<file path="src/rtl/fpa_pkg.sv">
package fpa_pkg;
    localparam int FPA_MANT_W = 8;
    localparam int FPA_EXP_W  = 6;

    typedef enum logic {
        OP_ADD = 1'b0,
        OP_SUB = 1'b1
    } fpa_op_e;
endpackage

</file>
<file path="src/rtl/fpa_seg_cmp.sv">
module fpa_seg_cmp
    import fpa_pkg::*;
#(
    parameter int MANT_W = FPA_MANT_W,
    parameter int EXP_W  = FPA_EXP_W,
    localparam int SH_W  = $clog2(MANT_W + 1)
) (
    input  logic                    clk,
    input  logic                    rst_n,
    input  logic                    in_valid,
    input  logic                    in_sub,
    input  logic                    a_sign,
    input  logic [MANT_W-1:0]       a_mag,
    input  logic signed [EXP_W-1:0] a_exp,
    input  logic                    b_sign,
    input  logic [MANT_W-1:0]       b_mag,
    input  logic signed [EXP_W-1:0] b_exp,
    output logic                    v_q,
    output logic                    big_sign_q,
    output logic [MANT_W-1:0]       big_mag_q,
    output logic                    small_sign_q,
    output logic [MANT_W-1:0]       small_mag_q,
    output logic [SH_W-1:0]         sh_q,
    output logic signed [EXP_W-1:0] exp_q
);
    fpa_op_e                 op;
    logic                    b_eff;
    logic                    pick_b;
    logic                    big_sign, small_sign;
    logic [MANT_W-1:0]       big_mag, small_mag;
    logic signed [EXP_W-1:0] big_exp, small_exp;
    logic [SH_W-1:0]         sh;
    int                      diff_i;

    always_comb begin
        op     = fpa_op_e'(in_sub);
        b_eff  = b_sign ^ (op == OP_SUB);
        pick_b = (a_mag == '0) || ((b_mag != '0) && (b_exp > a_exp));
        if (pick_b) begin
            big_sign   = b_eff;   big_mag   = b_mag;   big_exp   = b_exp;
            small_sign = a_sign;  small_mag = a_mag;   small_exp = a_exp;
        end else begin
            big_sign   = a_sign;  big_mag   = a_mag;   big_exp   = a_exp;
            small_sign = b_eff;   small_mag = b_mag;   small_exp = b_exp;
        end
        diff_i = int'(big_exp) - int'(small_exp);
        if (small_mag == '0)
            sh = '0;
        else if (diff_i >= MANT_W)
            sh = SH_W'(MANT_W);
        else
            sh = SH_W'(diff_i);
    end

    always_ff @(posedge clk or negedge rst_n) begin
        if (!rst_n) begin
            v_q          <= 1'b0;
            big_sign_q   <= 1'b0;
            big_mag_q    <= '0;
            small_sign_q <= 1'b0;
            small_mag_q  <= '0;
            sh_q         <= '0;
            exp_q        <= '0;
        end else begin
            v_q          <= in_valid;
            big_sign_q   <= big_sign;
            big_mag_q    <= big_mag;
            small_sign_q <= small_sign;
            small_mag_q  <= small_mag;
            sh_q         <= sh;
            exp_q        <= big_exp;
        end
    end

    // with two nonzero operands the chosen exponent dominates both inputs
    assert_big_exp_R3: assert property (@(posedge clk) disable iff (!rst_n)
        (in_valid && a_mag != '0 && b_mag != '0) |=>
            (exp_q >= $past(a_exp) && exp_q >= $past(b_exp)));
endmodule

</file>
<file path="src/rtl/fpa_seg_align.sv">
module fpa_seg_align
    import fpa_pkg::*;
#(
    parameter int MANT_W = FPA_MANT_W,
    parameter int EXP_W  = FPA_EXP_W,
    localparam int SH_W  = $clog2(MANT_W + 1)
) (
    input  logic                    clk,
    input  logic                    rst_n,
    input  logic                    v_in,
    input  logic                    big_sign,
    input  logic [MANT_W-1:0]       big_mag,
    input  logic                    small_sign,
    input  logic [MANT_W-1:0]       small_mag,
    input  logic [SH_W-1:0]         sh,
    input  logic signed [EXP_W-1:0] exp_in,
    output logic                    v_q,
    output logic                    big_sign_q,
    output logic [MANT_W-1:0]       big_mag_q,
    output logic                    small_sign_q,
    output logic [MANT_W-1:0]       al_mag_q,
    output logic signed [EXP_W-1:0] exp_q
);
    logic [MANT_W-1:0] al_mag;

    always_comb begin
        if (int'(sh) >= MANT_W)
            al_mag = '0;
        else
            al_mag = small_mag >> sh;
    end

    always_ff @(posedge clk or negedge rst_n) begin
        if (!rst_n) begin
            v_q          <= 1'b0;
            big_sign_q   <= 1'b0;
            big_mag_q    <= '0;
            small_sign_q <= 1'b0;
            al_mag_q     <= '0;
            exp_q        <= '0;
        end else begin
            v_q          <= v_in;
            big_sign_q   <= big_sign;
            big_mag_q    <= big_mag;
            small_sign_q <= small_sign;
            al_mag_q     <= al_mag;
            exp_q        <= exp_in;
        end
    end

    // alignment only ever discards magnitude, never adds to it
    assert_align_shrinks_R4: assert property (@(posedge clk) disable iff (!rst_n)
        v_in |=> (al_mag_q <= $past(small_mag)));
endmodule

</file>
<file path="src/rtl/fpa_seg_addsub.sv">
module fpa_seg_addsub
    import fpa_pkg::*;
#(
    parameter int MANT_W = FPA_MANT_W,
    parameter int EXP_W  = FPA_EXP_W
) (
    input  logic                    clk,
    input  logic                    rst_n,
    input  logic                    v_in,
    input  logic                    big_sign,
    input  logic [MANT_W-1:0]       big_mag,
    input  logic                    small_sign,
    input  logic [MANT_W-1:0]       al_mag,
    input  logic signed [EXP_W-1:0] exp_in,
    output logic                    v_q,
    output logic                    sign_q,
    output logic [MANT_W:0]         sum_q,
    output logic signed [EXP_W-1:0] exp_q
);
    logic           same;
    logic           sgn;
    logic [MANT_W:0] sum;

    always_comb begin
        same = (big_sign == small_sign);
        if (same) begin
            sum = {1'b0, big_mag} + {1'b0, al_mag};
            sgn = big_sign;
        end else if (big_mag > al_mag) begin
            sum = {1'b0, big_mag} - {1'b0, al_mag};
            sgn = big_sign;
        end else begin
            sum = {1'b0, al_mag} - {1'b0, big_mag};
            sgn = small_sign;
        end
        if (sum == '0)
            sgn = 1'b0;
    end

    always_ff @(posedge clk or negedge rst_n) begin
        if (!rst_n) begin
            v_q    <= 1'b0;
            sign_q <= 1'b0;
            sum_q  <= '0;
            exp_q  <= '0;
        end else begin
            v_q    <= v_in;
            sign_q <= sgn;
            sum_q  <= sum;
            exp_q  <= exp_in;
        end
    end

    // a carry out of the fraction needs two magnitudes of the same sign
    assert_carry_same_sign_R6: assert property (@(posedge clk) disable iff (!rst_n)
        (v_in && big_sign != small_sign) |=> !sum_q[MANT_W]);
endmodule

</file>
<file path="src/rtl/fpa_seg_norm.sv">
module fpa_seg_norm
    import fpa_pkg::*;
#(
    parameter int MANT_W = FPA_MANT_W,
    parameter int EXP_W  = FPA_EXP_W
) (
    input  logic                    clk,
    input  logic                    rst_n,
    input  logic                    v_in,
    input  logic                    sign_in,
    input  logic [MANT_W:0]         sum_in,
    input  logic signed [EXP_W-1:0] exp_in,
    output logic                    v_q,
    output logic                    sign_q,
    output logic [MANT_W-1:0]       mag_q,
    output logic signed [EXP_W-1:0] exp_q,
    output logic                    ovf_q,
    output logic                    unf_q
);
    localparam int EMAX = (1 << (EXP_W - 1)) - 1;
    localparam int EMIN = -(1 << (EXP_W - 1));

    int                      lz;
    int                      e_i;
    logic                    sgn;
    logic [MANT_W-1:0]       mag;
    logic signed [EXP_W-1:0] ex;
    logic                    ovf, unf;

    always_comb begin
        lz = MANT_W;
        for (int i = 0; i < MANT_W; i++) begin
            if (sum_in[i])
                lz = MANT_W - 1 - i;
        end
        sgn = sign_in;
        mag = '0;
        ex  = '0;
        ovf = 1'b0;
        unf = 1'b0;
        e_i = int'(exp_in);
        if (sum_in == '0) begin
            sgn = 1'b0;
        end else if (sum_in[MANT_W]) begin
            mag = sum_in[MANT_W:1];
            e_i = int'(exp_in) + 1;
            if (e_i > EMAX) begin
                ovf = 1'b1;
                ex  = EXP_W'(EMAX);
            end else begin
                ex  = EXP_W'(e_i);
            end
        end else begin
            e_i = int'(exp_in) - lz;
            if (e_i < EMIN) begin
                unf = 1'b1;
                sgn = 1'b0;
            end else begin
                mag = sum_in[MANT_W-1:0] << lz;
                ex  = EXP_W'(e_i);
            end
        end
    end

    always_ff @(posedge clk or negedge rst_n) begin
        if (!rst_n) begin
            v_q    <= 1'b0;
            sign_q <= 1'b0;
            mag_q  <= '0;
            exp_q  <= '0;
            ovf_q  <= 1'b0;
            unf_q  <= 1'b0;
        end else begin
            v_q    <= v_in;
            sign_q <= sgn;
            mag_q  <= mag;
            exp_q  <= ex;
            ovf_q  <= ovf;
            unf_q  <= unf;
        end
    end

    // every nonzero result leaves with its top fraction bit set
    assert_norm_msb_R1: assert property (@(posedge clk) disable iff (!rst_n)
        (v_q && mag_q != '0) |-> mag_q[MANT_W-1]);

    // a zero result is canonical
    assert_zero_canon_R8: assert property (@(posedge clk) disable iff (!rst_n)
        (v_q && mag_q == '0) |-> (exp_q == '0 && !sign_q && !ovf_q));

    // the two exponent flags never coincide
    assert_flags_excl_R9: assert property (@(posedge clk) disable iff (!rst_n)
        v_q |-> !(ovf_q && unf_q));

    // an underflow always delivers zero
    assert_unf_zero_R10: assert property (@(posedge clk) disable iff (!rst_n)
        (v_q && unf_q) |-> (mag_q == '0));
endmodule

</file>
<file path="src/rtl/fpa_pipe_top.sv">
module fpa_pipe_top
    import fpa_pkg::*;
#(
    parameter int MANT_W = FPA_MANT_W,
    parameter int EXP_W  = FPA_EXP_W
) (
    input  logic                    clk,
    input  logic                    rst_n,
    input  logic                    in_valid,
    input  logic                    in_sub,
    input  logic                    a_sign,
    input  logic [MANT_W-1:0]       a_mag,
    input  logic signed [EXP_W-1:0] a_exp,
    input  logic                    b_sign,
    input  logic [MANT_W-1:0]       b_mag,
    input  logic signed [EXP_W-1:0] b_exp,
    output logic                    out_valid,
    output logic                    out_sign,
    output logic [MANT_W-1:0]       out_mag,
    output logic signed [EXP_W-1:0] out_exp,
    output logic                    out_ovf,
    output logic                    out_unf
);
    localparam int SH_W = $clog2(MANT_W + 1);

    logic                    s1_v, s1_bs, s1_ss;
    logic [MANT_W-1:0]       s1_bm, s1_sm;
    logic [SH_W-1:0]         s1_sh;
    logic signed [EXP_W-1:0] s1_e;

    logic                    s2_v, s2_bs, s2_ss;
    logic [MANT_W-1:0]       s2_bm, s2_am;
    logic signed [EXP_W-1:0] s2_e;

    logic                    s3_v, s3_s;
    logic [MANT_W:0]         s3_sum;
    logic signed [EXP_W-1:0] s3_e;

    fpa_seg_cmp #(.MANT_W(MANT_W), .EXP_W(EXP_W)) u_cmp (
        .clk(clk), .rst_n(rst_n), .in_valid(in_valid), .in_sub(in_sub),
        .a_sign(a_sign), .a_mag(a_mag), .a_exp(a_exp),
        .b_sign(b_sign), .b_mag(b_mag), .b_exp(b_exp),
        .v_q(s1_v), .big_sign_q(s1_bs), .big_mag_q(s1_bm),
        .small_sign_q(s1_ss), .small_mag_q(s1_sm), .sh_q(s1_sh), .exp_q(s1_e)
    );

    fpa_seg_align #(.MANT_W(MANT_W), .EXP_W(EXP_W)) u_align (
        .clk(clk), .rst_n(rst_n), .v_in(s1_v),
        .big_sign(s1_bs), .big_mag(s1_bm), .small_sign(s1_ss),
        .small_mag(s1_sm), .sh(s1_sh), .exp_in(s1_e),
        .v_q(s2_v), .big_sign_q(s2_bs), .big_mag_q(s2_bm),
        .small_sign_q(s2_ss), .al_mag_q(s2_am), .exp_q(s2_e)
    );

    fpa_seg_addsub #(.MANT_W(MANT_W), .EXP_W(EXP_W)) u_addsub (
        .clk(clk), .rst_n(rst_n), .v_in(s2_v),
        .big_sign(s2_bs), .big_mag(s2_bm), .small_sign(s2_ss),
        .al_mag(s2_am), .exp_in(s2_e),
        .v_q(s3_v), .sign_q(s3_s), .sum_q(s3_sum), .exp_q(s3_e)
    );

    fpa_seg_norm #(.MANT_W(MANT_W), .EXP_W(EXP_W)) u_norm (
        .clk(clk), .rst_n(rst_n), .v_in(s3_v),
        .sign_in(s3_s), .sum_in(s3_sum), .exp_in(s3_e),
        .v_q(out_valid), .sign_q(out_sign), .mag_q(out_mag),
        .exp_q(out_exp), .ovf_q(out_ovf), .unf_q(out_unf)
    );

    logic [2:0] since_rst;
    always_ff @(posedge clk or negedge rst_n) begin
        if (!rst_n)
            since_rst <= '0;
        else if (since_rst != 3'd4)
            since_rst <= since_rst + 3'd1;
    end

    // four-cycle latency of the valid strobe
    assert_latency_R11: assert property (@(posedge clk) disable iff (!rst_n)
        (since_rst == 3'd4) |-> (out_valid == $past(in_valid, 4)));
endmodule

</file>
<file path="config.mk">
export PLATFORM = sky130hd
export DESIGN_NAME = fpa_pipe_top
export DESIGN_NICKNAME = d
export VERILOG_FILES = /design/src/rtl/fpa_pkg.sv /design/src/rtl/fpa_seg_cmp.sv /design/src/rtl/fpa_seg_align.sv /design/src/rtl/fpa_seg_addsub.sv /design/src/rtl/fpa_seg_norm.sv /design/src/rtl/fpa_pipe_top.sv
export SDC_FILE = /design/constraint.sdc
export NUM_CORES = 1
export LEC_CHECK = 0
export BUFFER_PORTS_ARGS = -buffer_cell sky130_fd_sc_hd__buf_4
export CAP_MARGIN = 10
export CORE_ASPECT_RATIO = 0.9
export CORE_MARGIN = 3
export CORE_UTILIZATION = 40
export CTS_BUF_LIST = sky130_fd_sc_hd__clkbuf_16
export CTS_CLUSTER_SIZE = 25
export DETAILED_ROUTE_END_ITERATION = 10
export PLACE_DENSITY = 0.67
export RECOVER_POWER = 100
export SLEW_MARGIN = 0
export SYNTH_ARGS = -nofsm -noshare
export SYNTH_HDL_FRONTEND = slang
export SYNTH_SLANG_ARGS = --single-unit
</file>
<file path="constraint.sdc">
create_clock -name clk -period 5.1 [get_ports clk]
set_input_delay 1.02 -clock clk [delete_from_list [all_inputs] [get_ports clk]]
set_output_delay 1.02 -clock clk [all_outputs]
set_load 0.01 [all_outputs]
</file>
==> impl_metrics.py, run 1 <==
metrics = {
    "worst_setup_path": {
        "cp.required_ps": 5340,
        "critPathArrivalTime_ps": 4980,
        "path_class": "reg -> reg",
        "endpoint_kind": "register",
        "r2r_cells": 17,
        "ff2ff_setup_slack_ps": 360,
        "cp_max_fo": 7,
        "start_kind": "register",
    },
    "floorplanning": {
        "dieArea_sq_um": 14900,
        "core_area_sq_um": 12900,
        "start_util": 0.417,
        "num_rows": 39,
        "dieHeight_um": 116,
        "die_w_um": 128,
        "num_io_pins": 52,
    },
    "synth": {
        "netlist.area_leader.share": 0.413,
        "avgSynthCellArea_sq_um": 9.59,
        "async_reset_ff_frac": 1.00,
        "ys_types": 74,
        "ys_ff_latch": 89,
        "yosysTopAreaCell": "dfrtp_1",
        "synth-xor-area-share": 0.0276,
        "yosys-mux-area-fraction": 0.0494,
        "synthSimpleGateAreaFrac": 0.165,
        "synth_top_family_by_area": "compound AO/OA/AOI/OAI gates",
        "netlist_instances": 562,
        "yosysWarnings": 0,
        "synth_compound_area_frac": 0.178,
        "seq_area_frac_synth": 0.413,
        "synth_area_sq_um": 5390,
        "syn_nets": 645,
        "synth_fa_ha_area_frac": 0.119,
        "synth_edf_count": 0,
        "synthTopCellsByArea": "dfrtp_1, ha_1, nand2_1, inv_1, a21oi_1",
        "synth_top_flop_cell": "dfrtp_1",
    },
    "timing": {
        "skew_ps": 5.05,
        "min_period_ps": 4740,
        "hold_ws_ps": 344,
        "clock.fmax_mhz": 211,
        "fin_crit_sh": 0.929,
        "setup_tns_ps": 0,
        "setup_viol": 0,
        "finalHoldViolations": 0,
        "maxSlewHeadroom": -0.365,
        "drv_slew": 90,
        "rsz0062_at_grt": "no",
        "setup_slack_ps": 361,
        "max_slew.worst_pin.slew_ps": 2050,
    },
    "detailed_routing": {
        "drtIter0Drc": 374,
        "postRouteAntennaNets": 0,
        "viasPerCell": 5.53,
        "routed_wirelength_mm": 11.9,
        "dr_total_vias": 4318,
        "drt_pre_antenna_iters": 5,
        "avgRoutedWirePerCell_um": 15.2,
        "drcViolationCount": 0,
    },
    "job": {
        "maxCapViolCount": 1,
    },
    "final_layout": {
        "seq_area_sq_um": 2230,
        "nets": 695,
        "instances_no_fill": 781,
        "layout-drive-gt1-share": 0.104,
        "nFillCells": 1213,
        "areaGrowthSynthToFinish_pct": 13.2,
        "antennaDiodeCount": 0,
        "multi_input_area_sq_um": 2850,
    },
    "status": {
        "violations": "capacitance limit, slew limit",
        "status": "complete, but fails checks",
    },
    "power": {
        "p_leak_uw": 0.00283,
        "peakVddDrop_uv": 181,
        "p_total_uw": 2940,
        "pwr_density_cell_nw_per_um2": 481,
    },
    "min_path": {
        "hold_class": "reg -> reg",
        "whs_path_depth": 0,
    },
    "global_routing": {
        "antenna_found_initial": 0,
        "grt_busiest_layer": "met2",
        "grt_use_total": 0.168,
        "first_global_vias": 4150,
        "met1_usage": 0.218,
        "use_met3": 0.0398,
        "met2_usage": 0.283,
        "grt_pass1_wl_mm": 20.2,
        "gr-total-overflow": 0,
        "grt_max_degree": 90,
    },
    "placement": {
        "place_congestion": 0.941,
        "dp.cells": 765,
        "dp.final_hpwl_mm": 9.22,
        "pre_cts_slack_ps": 432,
        "io_buffers": 51,
    },
    "cts": {
        "insertion_delay_ps": 340,
        "h-tree-depth": 3,
        "path_clk_slew_ps": 60,
        "cts_buffer_depth": 2,
        "cts_buffers": 9,
        "cts_tree": "yes",
        "cts_resized": 0,
        "clkSinkCount": 89,
        "cts_setup_buffers": 0,
        "ctsHoldBuffers": 0,
        "root_buffer": "clkbuf_16",
    },
}
## final timing paths
path,start,end
setup / recovery,u_addsub.sum_q[0],u_norm.mag_q[1]
hold / removal,u_align.exp_q[5],u_addsub.exp_q[5]
setup reg to reg,u_addsub.sum_q[0],u_norm.mag_q[1]
hold reg to reg,u_align.exp_q[5],u_addsub.exp_q[5]
max in group asynchronous,rst_n,u_align.al_mag_q[6]
min in group asynchronous,rst_n,u_norm.unf_q
## synth_stat cells, types with 3 or more instances
cell      count
dfrtp_1      89
nand2_1      74
inv_1        48
ha_1         45
a21oi_1      35
nor2_1       32
o21ai_0      24
nor3_1       16
mux2i_1      12
xnor2_1      12
a31oi_1      11
nand2b_1     10
clkbuf_1      9
nor4_1        9
nand3_1       8
a22o_1        7
and2_1        7
mux2_2        7
nor2b_1       6
o31ai_1       6
a21o_1        5
o21bai_1      5
xor2_1        5
and3_1        4
fa_1          4
a211o_1       3
a32o_1        3
nor3b_1       3
o211ai_1      3
o22ai_1       3
or3_1         3
## critical path, cell delays in order, from the launching register on
cell      delay [ps]
dfrtp_1          440
nor2_1           160
nor3_1            70
o31ai_1          760
ha_1             370
a21o_1           180
a21o_1           200
a211o_1          330
nand2b_1         180
ha_1             210
or4b_1           520
nor4_1           220
o21ai_0          120
nand2b_1         150
nor3b_1          260
and2_1           180
inv_2             40
o31ai_1          220
## cell type report
| class | count | area share |
|---|---|---|
| tap | 164 | 0.0336 |
| clock inverter | 7 | 0.0139 |
| clock buffer | 9 | 0.0369 |
| multi-input combinational | 409 | 0.467 |
| sequential | 89 | 0.365 |
| timing repair buffer | 54 | 0.0537 |
| inverter | 49 | 0.0301 |
## stage by stage
step / instance area (sq um) / util
finish: 6100 / 0.472
global route: 6100 / 0.472
CTS: 6240 / 0.482
detailed placement: 5930 / 0.458
global placement: 5930 / 0.458
floorplan: 5390 / -
## cells by family (layout without fill, tap and decap cells)
family | Yosys count | count (layout)
compound gates | 135 | 135
xor+xnor | 17 | 17
fa+ha+maj | 49 | 49
buf+inv | 64 | 119
flops | 89 | 89
mux | 23 | 23
simple gates | 185 | 185
## state kept, by name (all words and copies together), names as in the netlist, 4 cells and up
register	flops
u_cmp.sh_q	4
u_align.al_mag_q	8
u_norm.mag_q	8
u_cmp.small_mag_q	8
u_cmp.big_mag_q	8
u_align.exp_q	6
u_align.big_mag_q	8
u_cmp.exp_q	6
u_addsub.sum_q	9
u_addsub.exp_q	6
u_norm.exp_q	6
## placed cells by master (no fill, tap or decap), types with 3 or more instances in the layout
cell type  netlist  final
a21oi_1         35     35
a32o_1           3      3
nand2_1         74     76
a21o_1           5      5
nand2b_1        10     10
a211o_1          3      3
a22o_1           7      7
or3_1            3      3
nor2_1          32     33
mux2_1           2      5
inv_1           48     48
nor4_1           9      9
nor3_1          16     16
xnor2_1         12     12
o31ai_1          6      6
nand3_1          8      8
ha_1            45     45
xor2_1           5      5
dfrtp_1         89     89
and2_1           7      6
o21ai_0         24     24
clkbuf_1         9     20
fa_1             4      4
o211ai_1         3      3
o22ai_1          3      3
mux2i_1         12     12
o21bai_1         5      6
mux2_2           7      4
nor3b_1          3      3
buf_4            2     31
nor2b_1          6      6
clkbuf_16        0      9
inv_6            0      3
a31oi_1         11     11
and3_1           4      4
## layer usage
| metal | up-vias | share of wire |
|---|---|---|
| met3 | 14 | 0.072 |
| met1 | 2069 | 0.44 |
| met4 | 0 | 0.014 |
| met5 | - | 0 |
| met2 | 163 | 0.48 |
| li1 | 2072 | - |
## power by group
group | switching (uW) | total [uW] | internal (uW)
logic | 710 | 1220 | 506
clock network | 285 | 675 | 390
registers | 165 | 1050 | 881
total | 1160 | 2940 | 1780
Power figures use the tool's default switching activity.
==> inputs of run 2 (changes only) <==
--- a/config.mk
+++ b/config.mk
@@ -8,7 +8,7 @@
 export BUFFER_PORTS_ARGS = -buffer_cell sky130_fd_sc_hd__buf_4
 export CAP_MARGIN = 10
 export CORE_ASPECT_RATIO = 0.9
-export CORE_MARGIN = 3
+export CORE_MARGIN = 10
 export CORE_UTILIZATION = 40
 export CTS_BUF_LIST = sky130_fd_sc_hd__clkbuf_16
 export CTS_CLUSTER_SIZE = 25
@@ -19,3 +19,4 @@
 export SYNTH_ARGS = -nofsm -noshare
 export SYNTH_HDL_FRONTEND = slang
 export SYNTH_SLANG_ARGS = --single-unit
+export TNS_END_PERCENT = 50
==> constraint.sdc (replaced) <==
create_clock -name clk -period 5.1 [get_ports clk]
set_input_delay 1.02 -clock clk [delete_from_list [all_inputs] [get_ports clk]]
set_output_delay 1.02 -clock clk [all_outputs]
set_load 0.02 [all_outputs]
==> run 2 against run 1 <==
The flow still finishes with violations (capacitance limit, slew limit); clock power grew 13%; register-to-register slack gained 230 ps; critical path depth shrank 2; flip-flop and latch count is the same; sequential share of layout area shrank 0.41 points; utilization shrank 0.65 points; via count shrank 1.1%; hold slack gained 1.1 ps; count of clock-buffer cells in the layout is the same; final cell count grew 0.77%; combinational power grew 4%; largest cell class unchanged; largest power group unchanged.
==> impl_metrics.py, run 2 (synthesis results as in run 1) <==
metrics = {
    "status": {
        "status": "complete, but fails checks",
        "violations": "capacitance limit, slew limit",
    },
    "timing": {
        "setup_viol": 0,
        "fin_crit_sh": 0.901,
        "clock.fmax_mhz": 218,
        "skew_ps": 6.01,
        "finalHoldViolations": 0,
        "rsz0062_at_grt": "no",
        "min_period_ps": 4590,
        "setup_tns_ps": 0,
        "maxSlewHeadroom": -0.187,
        "drv_slew": 37,
        "max_slew.worst_pin.slew_ps": 1780,
    },
    "detailed_routing": {
        "drtIter0Drc": 312,
        "routed_wirelength_mm": 12.5,
        "drt_pre_antenna_iters": 5,
        "dr_total_vias": 4271,
        "postRouteAntennaNets": 0,
        "avgRoutedWirePerCell_um": 15.9,
        "drcViolationCount": 0,
        "viasPerCell": 5.43,
    },
    "global_routing": {
        "grt_use_total": 0.138,
        "met1_usage": 0.169,
        "grt_pass1_wl_mm": 20.7,
        "met2_usage": 0.222,
        "grt_busiest_layer": "met2",
        "first_global_vias": 4218,
        "gr-total-overflow": 0,
        "grt_max_degree": 55,
        "use_met3": 0.0458,
        "antenna_found_initial": 0,
    },
    "cts": {
        "cts_resized": 0,
        "insertion_delay_ps": 350,
        "ctsHoldBuffers": 0,
        "cts_setup_buffers": 0,
        "clkSinkCount": 89,
        "h-tree-depth": 3,
        "cts_tree": "yes",
        "cts_buffers": 9,
        "cts_buffer_depth": 2,
        "root_buffer": "clkbuf_16",
        "path_clk_slew_ps": 60,
    },
    "power": {
        "seq_power_share": 0.341,
        "p_switching_uw": 1200,
        "share_comb_of_total_power": 0.412,
        "p_leak_uw": 0.00287,
        "clock_power_share": 0.247,
        "pwr_density_cell_nw_per_um2": 499,
        "peakVddDrop_uv": 219,
        "internal_power_uw": 1880,
        "p_total_uw": 3080,
        "p_sw_frac": 0.390,
    },
    "floorplanning": {
        "core_area_sq_um": 13300,
        "die_w_um": 142,
        "dieArea_sq_um": 18500,
        "num_io_pins": 52,
        "start_util": 0.407,
        "dieHeight_um": 130,
        "num_rows": 40,
    },
    "worst_setup_path": {
        "cp_max_fo": 10,
        "endpoint_kind": "register",
        "start_kind": "input pin",
        "path_class": "in -> reg",
        "cp.required_ps": 5320,
        "critPathArrivalTime_ps": 4810,
    },
    "final_layout": {
        "antennaDiodeCount": 0,
        "final_common_cell": "dfrtp_1",
        "final_cell_mix": "dfrtp_1, nand2_1, inv_1",
        "nFillCells": 1237,
        "nets": 697,
        "largest_register": "u_addsub.sum_q",
        "areaGrowthSynthToFinish_pct": 14.5,
        "largest_reg_flops": 9,
        "layout-drive-gt1-share": 0.102,
    },
    "placement": {
        "place_congestion": 0.975,
        "io_buffers": 51,
        "dp.final_hpwl_mm": 9.90,
    },
    "min_path": {
        "hold_class": "reg -> reg",
    },
    "job": {
        "maxCapViolCount": 1,
    },
}
-- run 2: cell types whose count changed in the layout (fill, tap and decap cells not counted), sizes merged --
cell	previous run	this run
buf	31	33
bufinv	1	3
clkinvlp	0	2
inv	53	51
clkinv	2	0
-- run 2: worst max-delay path, stage by stage --
cell and delay (ps):
clkbuf_1 140, inv_1 90, ha_1 370, nand4_1 130, o21bai_1 190, a311oi_1 1050
nor3_1 230, a22oi_4 240, ha_1 220, nand2_1 60, a31oi_1 210, nor3_1 60
or2_0 250, a31oi_1 410, nor3_1 120
-- run 2: area by class of cell --
type / count / area (sq um) / area share
clock buffer: 9 / 225 / 0.0365
clock inverter: 7 / 125 / 0.0203
sequential: 89 / 2230 / 0.361
inverter: 49 / 184 / 0.0298
timing repair buffer: 56 / 339 / 0.0549
tap: 168 / 210 / 0.0341
multi-input combinational: 409 / 2860 / 0.464
-- run 2: worst paths after layout --
kind / start / end / slack (ps) / cells past startpoint
worst min-delay path: u_cmp.exp_q[1] / u_align.exp_q[1] / 350 / 0
worst max-delay path: a_exp[5] / u_cmp.sh_q[2] / 510 / 15
min in group asynchronous: rst_n / u_norm.exp_q[3] / 1140 / 1
worst min register to register: u_cmp.exp_q[1] / u_align.exp_q[1] / 350 / 0
worst max register to register: u_addsub.sum_q[1] / u_norm.mag_q[3] / 590 / 22
max in group asynchronous: rst_n / u_align.al_mag_q[5] / 1930 / 2
-- run 2: metal layers --
metal	share of wire	routed length (um)
met1	0.45	5590
met2	0.47	5850
met3	0.065	820
met4	0.022	277
met5	0	0
-- run 2: power by group through the flow --
| stage | logic [uW] | clock network (uW) | registers, uW |
|---|---|---|---|
| 2_1_floorplan | 918 | 0 | 1050 |
| 3_3_place_gp | 1320 | 0 | 1050 |
| 3_5_place_dp | 1320 | 0 | 1060 |
| 4_1_cts | 1330 | 781 | 1050 |
| 5_1_grt | 1410 | 810 | 1080 |
| 6_report | 1270 | 761 | 1050 |
-- run 2: metrics by stage --
step                instance area, sq um  instances  setup slack (ps)  hold WS [ps]  utilization
global placement                    5950        771               802           332        0.448
finish                              6170        787               505           345        0.465
global route                        6170        787              76.3           354        0.465
detailed placement                  5950        771               591           335        0.448
floorplan                           5390        562               692           331            -
CTS                                 6300        787               613           345        0.475
